## config.mk

```make
export PLATFORM = sky130hd
export DESIGN_NAME = intr_status_unit
export DESIGN_NICKNAME = d
export VERILOG_FILES = /design/src/rtl/intr_status_pkg.sv /design/src/rtl/intr_status_ctrl.sv /design/src/rtl/intr_status_dp.sv /design/src/rtl/intr_status_unit.sv
export SDC_FILE = /design/constraint.sdc
export NUM_CORES = 1
export LEC_CHECK = 0
export ABC_AREA = 1
export BUFFER_PORTS_ARGS = -buffer_cell sky130_fd_sc_hd__buf_2
export CORE_MARGIN = 1
export CORE_UTILIZATION = 45
export CTS_BUF_LIST = sky130_fd_sc_hd__clkbuf_2
export DETAILED_ROUTE_END_ITERATION = 10
export GPL_TIMING_DRIVEN = 1
export PLACE_DENSITY_LB_ADDON = 0.12
export REMOVE_ABC_BUFFERS = 1
export SETUP_SLACK_MARGIN = 0.4
export SKIP_CTS_REPAIR_TIMING = 1
export SLEW_MARGIN = 40
export SYNTH_ARGS = -nofsm -noshare
export SYNTH_HDL_FRONTEND = slang
export SYNTH_HIERARCHICAL = 1
export SYNTH_SLANG_ARGS = --single-unit
export TNS_END_PERCENT = 5
```

## constraint.sdc

```tcl
create_clock -name clk -period 4.3 [get_ports clk]
set_clock_uncertainty 0.2 [all_clocks]
set_input_delay 0.645 -clock clk [delete_from_list [all_inputs] [get_ports clk]]
set_output_delay 0.645 -clock clk [all_outputs]
set_load 0.02 [all_outputs]
```

## src/rtl/intr_status_pkg.sv

```systemverilog
package intr_status_pkg;
  localparam int ADDR_W = 4;
  localparam int STAT_W = 8;
  localparam int CAUSE_W = 8;

  localparam logic [ADDR_W-1:0] A_RAW    = 4'd0;
  localparam logic [ADDR_W-1:0] A_MASK   = 4'd1;
  localparam logic [ADDR_W-1:0] A_MASKED = 4'd2;
  localparam logic [ADDR_W-1:0] A_TXTHR  = 4'd3;
  localparam logic [ADDR_W-1:0] A_RXTHR  = 4'd4;
  localparam logic [ADDR_W-1:0] A_TXLVL  = 4'd5;
  localparam logic [ADDR_W-1:0] A_RXLVL  = 4'd6;
  localparam logic [ADDR_W-1:0] A_CAUSE  = 4'd7;
  localparam logic [ADDR_W-1:0] A_CLRALL = 4'd8;
  localparam logic [ADDR_W-1:0] A_CLRRXU = 4'd9;
  localparam logic [ADDR_W-1:0] A_CLRRXO = 4'd10;
  localparam logic [ADDR_W-1:0] A_CLRTXO = 4'd11;
  localparam logic [ADDR_W-1:0] A_CLRABT = 4'd12;

  // status bit positions
  localparam int B_RXU = 0;
  localparam int B_RXO = 1;
  localparam int B_RXF = 2;
  localparam int B_TXO = 3;
  localparam int B_TXE = 4;
  localparam int B_ABT = 5;
  localparam int B_STA = 6;
  localparam int B_STO = 7;

  localparam logic [STAT_W-1:0] STICKY_BITS = 8'b1110_1011;

  typedef struct packed {
    logic wrMask;
    logic wrTxThr;
    logic wrRxThr;
    logic clrRxUnder;
    logic clrRxOver;
    logic clrTxOver;
    logic clrAbort;
    logic clrAll;
  } ctrlStb_t;
endpackage

```

## src/rtl/intr_status_ctrl.sv

```systemverilog
module intr_status_ctrl
  import intr_status_pkg::*;
(
  input  logic              regWrEn,
  input  logic              regRdEn,
  input  logic [ADDR_W-1:0] regAddr,
  output ctrlStb_t          stb
);
  always_comb begin
    stb            = '0;
    stb.wrMask     = regWrEn && (regAddr == A_MASK);
    stb.wrTxThr    = regWrEn && (regAddr == A_TXTHR);
    stb.wrRxThr    = regWrEn && (regAddr == A_RXTHR);
    stb.clrAll     = regRdEn && (regAddr == A_CLRALL);
    stb.clrRxUnder = regRdEn && (regAddr == A_CLRRXU);
    stb.clrRxOver  = regRdEn && (regAddr == A_CLRRXO);
    stb.clrTxOver  = regRdEn && (regAddr == A_CLRTXO);
    stb.clrAbort   = regRdEn && (regAddr == A_CLRABT);
  end
endmodule

```

## src/rtl/intr_status_dp.sv

```systemverilog
module intr_status_dp
  import intr_status_pkg::*;
#(
  parameter int DEPTH  = 16,
  parameter int DATA_W = 16,
  localparam int LVL_W = $clog2(DEPTH + 1),
  localparam int THR_W = $clog2(DEPTH)
) (
  input  logic              clk,
  input  logic              rstN,
  input  ctrlStb_t          stb,
  input  logic              regRdEn,
  input  logic [ADDR_W-1:0] regAddr,
  input  logic [DATA_W-1:0] regWrData,
  output logic [DATA_W-1:0] regRdData,
  input  logic              evRxUnder,
  input  logic              evRxOver,
  input  logic              evTxOver,
  input  logic              evAbort,
  input  logic [CAUSE_W-1:0] abortCause,
  input  logic              evStart,
  input  logic              evStop,
  input  logic [LVL_W-1:0]  txLevel,
  input  logic [LVL_W-1:0]  rxLevel,
  output logic              irq,
  output logic              txFlush,
  output logic              xferActive,
  output logic [STAT_W-1:0] rawStat,
  output logic [THR_W-1:0]  txThrQ
);
  localparam logic [DATA_W-1:0] THR_MAX = DATA_W'(DEPTH - 1);

  logic [STAT_W-1:0]  evVec, clrVec, lvlVec;
  logic [STAT_W-1:0]  maskQ;
  logic [THR_W-1:0]   rxThrQ;
  logic [CAUSE_W-1:0] causeQ;
  logic               abtClr;

  assign abtClr = stb.clrAbort | stb.clrAll;

  always_comb begin
    evVec         = '0;
    evVec[B_RXU]  = evRxUnder;
    evVec[B_RXO]  = evRxOver;
    evVec[B_TXO]  = evTxOver;
    evVec[B_ABT]  = evAbort;
    evVec[B_STA]  = evStart;
    evVec[B_STO]  = evStop;
    clrVec        = {STAT_W{stb.clrAll}};
    clrVec[B_RXU] = stb.clrRxUnder | stb.clrAll;
    clrVec[B_RXO] = stb.clrRxOver  | stb.clrAll;
    clrVec[B_TXO] = stb.clrTxOver  | stb.clrAll;
    clrVec[B_ABT] = abtClr;
    lvlVec        = '0;
    lvlVec[B_RXF] = rxLevel > LVL_W'(rxThrQ);
    lvlVec[B_TXE] = txLevel <= LVL_W'(txThrQ);
  end

  // one flop per sticky bit, a wire per level bit
  for (genvar i = 0; i < STAT_W; i++) begin : g_stat
    if (STICKY_BITS[i]) begin : g_sticky
      logic bitQ;
      always_ff @(posedge clk) begin
        if (!rstN) bitQ <= 1'b0;
        else       bitQ <= (bitQ & ~clrVec[i]) | evVec[i];
      end
      assign rawStat[i] = bitQ;
    end else begin : g_level
      assign rawStat[i] = lvlVec[i];
    end
  end

  always_ff @(posedge clk) begin
    if (!rstN) begin
      maskQ  <= '0;
      txThrQ <= '0;
      rxThrQ <= '0;
      causeQ <= '0;
    end else begin
      if (stb.wrMask)  maskQ  <= regWrData[STAT_W-1:0];
      if (stb.wrTxThr) txThrQ <= (regWrData > THR_MAX) ? THR_W'(DEPTH - 1) : regWrData[THR_W-1:0];
      if (stb.wrRxThr) rxThrQ <= (regWrData > THR_MAX) ? THR_W'(DEPTH - 1) : regWrData[THR_W-1:0];
      if (evAbort)     causeQ <= (abtClr ? '0 : causeQ) | abortCause;
      else if (abtClr) causeQ <= '0;
    end
  end

  assign irq        = |(rawStat & maskQ);
  assign txFlush    = rawStat[B_ABT];
  assign xferActive = rawStat[B_STA] & ~rawStat[B_STO];

  always_comb begin
    regRdData = '0;
    if (regRdEn) begin
      case (regAddr)
        A_RAW:    regRdData = DATA_W'(rawStat);
        A_MASK:   regRdData = DATA_W'(maskQ);
        A_MASKED: regRdData = DATA_W'(rawStat & maskQ);
        A_TXTHR:  regRdData = DATA_W'(txThrQ);
        A_RXTHR:  regRdData = DATA_W'(rxThrQ);
        A_TXLVL:  regRdData = DATA_W'(txLevel);
        A_RXLVL:  regRdData = DATA_W'(rxLevel);
        A_CAUSE:  regRdData = DATA_W'(causeQ);
        A_CLRALL: regRdData = DATA_W'(|(rawStat & STICKY_BITS));
        A_CLRRXU: regRdData = DATA_W'(rawStat[B_RXU]);
        A_CLRRXO: regRdData = DATA_W'(rawStat[B_RXO]);
        A_CLRTXO: regRdData = DATA_W'(rawStat[B_TXO]);
        A_CLRABT: regRdData = DATA_W'(rawStat[B_ABT]);
        default:  regRdData = '0;
      endcase
    end
  end
endmodule

```

## src/rtl/intr_status_unit.sv

```systemverilog
module intr_status_unit
  import intr_status_pkg::*;
#(
  parameter int DEPTH  = 16,
  parameter int DATA_W = 16,
  localparam int LVL_W = $clog2(DEPTH + 1),
  localparam int THR_W = $clog2(DEPTH)
) (
  input  logic               clk,
  input  logic               rstN,
  input  logic               regWrEn,
  input  logic               regRdEn,
  input  logic [ADDR_W-1:0]  regAddr,
  input  logic [DATA_W-1:0]  regWrData,
  output logic [DATA_W-1:0]  regRdData,
  input  logic               evRxUnder,
  input  logic               evRxOver,
  input  logic               evTxOver,
  input  logic               evAbort,
  input  logic [CAUSE_W-1:0] abortCause,
  input  logic               evStart,
  input  logic               evStop,
  input  logic [LVL_W-1:0]   txLevel,
  input  logic [LVL_W-1:0]   rxLevel,
  output logic               irq,
  output logic               txFlush,
  output logic               xferActive
);
  ctrlStb_t          stb;
  logic [STAT_W-1:0] rawStat;
  logic [THR_W-1:0]  txThrQ;

  intr_status_ctrl u_ctrl (
    .regWrEn (regWrEn),
    .regRdEn (regRdEn),
    .regAddr (regAddr),
    .stb     (stb)
  );

  intr_status_dp #(.DEPTH(DEPTH), .DATA_W(DATA_W)) u_dp (
    .clk        (clk),
    .rstN       (rstN),
    .stb        (stb),
    .regRdEn    (regRdEn),
    .regAddr    (regAddr),
    .regWrData  (regWrData),
    .regRdData  (regRdData),
    .evRxUnder  (evRxUnder),
    .evRxOver   (evRxOver),
    .evTxOver   (evTxOver),
    .evAbort    (evAbort),
    .abortCause (abortCause),
    .evStart    (evStart),
    .evStop     (evStop),
    .txLevel    (txLevel),
    .rxLevel    (rxLevel),
    .irq        (irq),
    .txFlush    (txFlush),
    .xferActive (xferActive),
    .rawStat    (rawStat),
    .txThrQ     (txThrQ)
  );
endmodule

```

# Word level (Yosys, flattened, before mapping)
# Index checks and enable logic that the tools add are counted.
dict set report word_totals {
  reg_bits 30
  input_bits 48
  out_inout_bits 19
  word_cells 67
}
dict set report classes {
  n_lt_le_gt_ge 3
  n_eq_ne 12
  muxes 5
  n_bitwise 26
  n_reduce_logical 11
}
# operator count
set ops {}
lappend ops {{$pmux 16 s13} 1}
lappend ops {{$eq 4x4->1 const B} 5}
lappend ops {{$and 8x8->8} 2}
lappend ops {{$eq 4x3->1 const B} 4}
lappend ops {{$gt 16x4->1 const B} 1}
lappend ops {{$mux 16} 1}
lappend ops {{$mux 8} 2}
lappend ops {{$or 1x1->1} 10}
lappend ops {{$eq 4x2->1 const B} 2}
lappend ops {{$logic_and 1x1->1} 8}
lappend ops {{$or 8x8->8} 1}
lappend ops {{$reduce_or 8->1} 1}
lappend ops {{$and 1x1->1} 7}
lappend ops {{$not 1->1} 6}
lappend ops {{$reduce_or 6->1} 1}
lappend ops {{$gt 5x4->1} 1}
lappend ops {{$le 5x4->1} 1}
lappend ops {{$eq 4x1->1 const B} 1}
lappend ops {{$logic_not 4->1} 1}
lappend ops {{$mux 4} 1}

# Longest topological paths before layout
dict set report logic_depth {
  word_depth 6
  mapped_depth 10
  depth_no_buf 10
}

# Modules after synthesis
# The synthesis kept the hierarchy.
# mod n_inst cells_each area_per_inst_um2 seq_area_each_um2
set by_module_without_submodules {}
lappend by_module_without_submodules {intr_status_dp 1 333 2009.4 600.6}
lappend by_module_without_submodules {intr_status_ctrl 1 23 95.1 0.0}

# Least setup slack after synthesis
# OpenSTA, ideal clock, no wires.
dict set report synth_path {
  path_type {in2out}
  startpoint {input txLevel[2]}
  endpoint {output regRdData[4]}
  arrival_ns 1.810
  required_time_ns 3.455
  setup_slack_ns 1.645
  cell_stages 8
  path_buffers 0
  path_cell_list {ha_1 > nand2_1 > inv_1 > o21ai_0 > nand2_1 > o21ai_0 > nand2_1 > a21oi_1}
}
dict set report synth_via {
  elab_chain_cells 4
}
# element line
set synth_lines {}
lappend synth_lines {{start: declaration} intr_status_unit.sv:23} ;# input logic [LVL_W-1:0] txLevel,
lappend synth_lines {{$le 5x4->1 (*)} intr_status_dp.sv:56} ;# lvlVec[B_TXE] = txLevel <= LVL_W'(txThrQ);
lappend synth_lines {{net rawStat[4]} intr_status_unit.sv:30} ;# logic [STAT_W-1:0] rawStat;
lappend synth_lines {{$and 8x8->8} intr_status_dp.sv:98} ;# A_MASKED: regRdData = DATA_W'(rawStat & maskQ);
lappend synth_lines {{$pmux 16 s13 (*)} intr_status_dp.sv:95} ;# case (regAddr)
lappend synth_lines {{$mux 16 (*)} intr_status_dp.sv:94} ;# if (regRdEn) begin
lappend synth_lines {{end: declaration} intr_status_unit.sv:15} ;# output logic [DATA_W-1:0] regRdData,
# The timed path passes the listed nets; every way through them passes the cells marked *.

# Worst setup path after layout
dict set report layout_path {
  startpoint {register u_dp.rxThrQ[3]}
  endpoint {output regRdData[2]}
}
dict set report layout_via {
  elab_chain_cells 4
}
# element line
set layout_lines {}
lappend layout_lines {{start: declaration} intr_status_dp.sv:35} ;# logic [THR_W-1:0] rxThrQ;
lappend layout_lines {{start signal: assignment} intr_status_dp.sv:82} ;# if (stb.wrRxThr) rxThrQ <= (regWrData > THR_MAX) ? THR_W'(DEPTH - 1) : regWrData[THR_W-1:0];
lappend layout_lines {{$gt 5x4->1 (*)} intr_status_dp.sv:55} ;# lvlVec[B_RXF] = rxLevel > LVL_W'(rxThrQ);
lappend layout_lines {{$and 8x8->8} intr_status_dp.sv:98}
lappend layout_lines {{$pmux 16 s13 (*)} intr_status_dp.sv:95}
lappend layout_lines {{$mux 16 (*)} intr_status_dp.sv:94}
# Mark *: on every way between the ends. The rest lies on a longest branch, timed or not.

==> results <==
- The flow ran to the end, and the final reports show no timing, DRC or antenna violations.
- Detailed routing inserted a total of 2,273 vias.
- At the pin with the least slew margin, the transition time is 712 ps.
- The critical path goes through inv_1 > ha_1 > inv_1 > nor2_1 > nand3_1 > nand3_1 > nand3_1 > nor2_1 > nor2_1 > nor2_1 > buf_2.
- The most repeated library cell on the critical path is nor2_1.
- Measured in cells, the most critical reg-to-reg path has a length of 4.
- After global routing the overflow that remains totals 0.
- The time the worst path needs with I/O delays and setup is around 2900 ps.
- The largest net degree at the start of global routing is 23.
- The net count of the finished layout is 465.
- The signed area change from the synthesized netlist to the final layout is 16.8%.
- The CTS tree is built.
- Setup violations remaining at the end of the flow were counted as 0.
- The cell count after synthesis is about 350.
- The synthesized netlist occupies a cell area of 2050 um2.
- Input and output buffers added on the ports amount to 58.
- After clock tree synthesis, the clock-pin slew on the worst setup and hold paths is 160 ps.
- The setup check on the worst reg-to-reg path leaves a slack of 3310 ps.
- The routed length per placed instance is 12.0 um.
- Counting the fill cells in the layout gives 488.
- The critical path's slowest cell is dfxtp_1.
- The start point of the critical path is u_dp/rxThrQ[3]$_SDFFE_PN0P_.
- The deepest level of the CTS H-tree is 2.
- The region available for standard cell placement spans 4380 um2.
- The number of max-slew violations in the final report is 0.
- The critical path data required time is between 3000 and 4000 ps.
- The floorplan has 24 rows.
- The endpoint of the worst-slack reg-to-reg timing path is u_dp/txThrQ[2]$_SDFFE_PN0P_.
- The maximum fanout along the worst path is 3.
- The power per cell area is 231 nW/um2.
- The Yosys step of the flow raised 6 warnings.
- The detailed router's first-iteration violation count is 175.
- The max-slew headroom at the worst pin is 0.524.
- The static leakage is 1.27 nW.
- Of the available clock period, the critical path in the final layout requires 0.665.
- The sum of routed wire length over all layers is 5550 um.
- The worst endpoint data arrival time is roughly 2000 ps.
- Summing all multi-input logic gate instances after layout gives 1200 um2.
- The number of global-route vias before repair is 2,021.
- The initial antenna violation count came to 0.
- Using the TritonRoute via totals, the vias-per-cell ratio works out to 4.92.
- Across the VDD grid, the largest voltage drop is 174 uV.
- The worst register-to-register path begins at u_dp/txThrQ[2]$_SDFFE_PN0P_.
- The register area is around 600 um2.
- The largest incremental delay on the critical path is approximately 380 ps.
- In this run the worst hold path is classified as register to register.
- The floorplan step defined a die boundary enclosing 4840 um2.
- The most critical setup path has its endpoint at regRdData[2].
- The residual antenna-violating net count after detailed routing is 0.
- The number of clock sinks is 30.
- Adding up every negative setup slack in the final design gives 0 ps.
- The critical path class is register to output pin.
- The routability congestion estimate from global placement is between 1 and 1.5.
- OpenSTA, run right after detailed placement, puts the worst setup slack at 1510 ps.
- Counting both buffers and inverters, the worst setup path holds a total of 3.
- The number of antenna diodes in the final layout is 0.
- The total CTS buffers is 5.
- The first TritonRoute pass finished after 4 iterations.
- Along the worst hold path, the cell count comes to 2.
- The final-report hold violation count is 0.
- Setup repair after global routing left no endpoint under its margin.
- The floorplan step set the die height to 69.5 um.
- Max-cap violations in this run came to 0.
- 67 I/O pins were placed.
- In this run the horizontal extent of the chip is 69.5 um.
- The initial core utilization is 0.468.
- The HPWL after detailed placement is 4520 um.
- The cell chosen for the clock root is clkbuf_2.
- The post-synthesis area per instance is 5.88 um2.
- The total routing resource utilization after global routing is 0.241.
- The first global-routing pass estimated 9290 um of wire.
- In the routed design, unresolved DRC markers number 0.
- The kind of cell with the highest combined delay along the critical path is simple AND/OR/NAND/NOR gates.
- The type of element capturing the critical path is an output pin.
- The number of gates on the worst path with buffers counted is 11.
- The clock passes through at most 2 buffers.
- Setup slack closes at 1440 ps.
- The launching element type of the critical path is a register.
- The latest clock arrival within the worst-skew pair is 360 ps.
- The fraction of layout instances using a drive strength above 1 is 0.185.
- For this run, the top clock speed supported by timing is between 0.3 and 0.4 GHz.
area by class of cell:
class,instances,share of cell area
multi-input cells,261,0.502
flip-flops and latches,30,0.250
well taps,52,0.0271
inverters,53,0.0829
repair buffers,58,0.121
clock inverters,2,0.00365
clock buffers,6,0.0125
through the flow:
step	hold WS, ps	power (mW)	area [um2]	cells	utilization
after floorplan	241	0.373	2000	344	-
after global placement	251	0.421	2360	454	0.538
after detailed placement	261	0.424	2360	454	0.538
after CTS	262	0.559	2400	462	0.547
after global routing	277	0.590	2400	462	0.547
final	277	0.554	2400	462	0.547
flip-flops by register name (all words and copies together) (netlist names):
signal	count
u_dp/maskQ	8
u_dp/g_stat.g_sticky.bitQ	5
u_dp/txFlush	1
u_dp/causeQ	8
u_dp/txThrQ	4
u_dp/rxThrQ	4
layer usage:
layer	vias to the layer above	global-route usage	routed length, um
li1	1201	-	-
met1	985	0.340	2660
met2	80	0.372	2490
met3	7	0.0422	330
met4	0	0.0794	69
met5	-	0	0
layout by cell type (no fill, tap or decap), drive strengths merged:
cell type   n
clkinv      2
a221oi      1
o2bb2ai     2
o21ai      30
inv        53
ha          8
clkbuf      6
dfxtp      30
buf        58
nand2      90
a21oi      31
conb        8
a41oi       1
nand3      17
nand4       3
nor2       70
power breakdown:
part	switching [mW]	internal [mW]	leakage, nW
clock network	0.0957	0.0399	0.0304
registers	0.0121	0.291	0.246
logic	0.0725	0.0428	0.989
total	0.180	0.373	1.27
tightest hold or removal path, stage by stage, from the launching register on:
cell and delay (ps):
dfxtp_1 340, nand2_1 60, a21oi_1 50
worst min path at each step:
stage                              startpoint                                       to  slack, ps
floorplan           u_dp/causeQ[0]$_SDFF_PN0_                u_dp/causeQ[0]$_SDFF_PN0_        240
global placement    u_dp/causeQ[0]$_SDFF_PN0_                u_dp/causeQ[0]$_SDFF_PN0_        250
detailed placement  u_dp/causeQ[1]$_SDFF_PN0_                u_dp/causeQ[1]$_SDFF_PN0_        260
CTS                                  evTxOver  u_dp/g_stat[3].g_sticky.bitQ$_SDFF_PN0_        260
global route                         evRxOver  u_dp/g_stat[1].g_sticky.bitQ$_SDFF_PN0_        280
finish              u_dp/causeQ[1]$_SDFF_PN0_                u_dp/causeQ[1]$_SDFF_PN0_        280
Power figures use the tool's default switching activity.
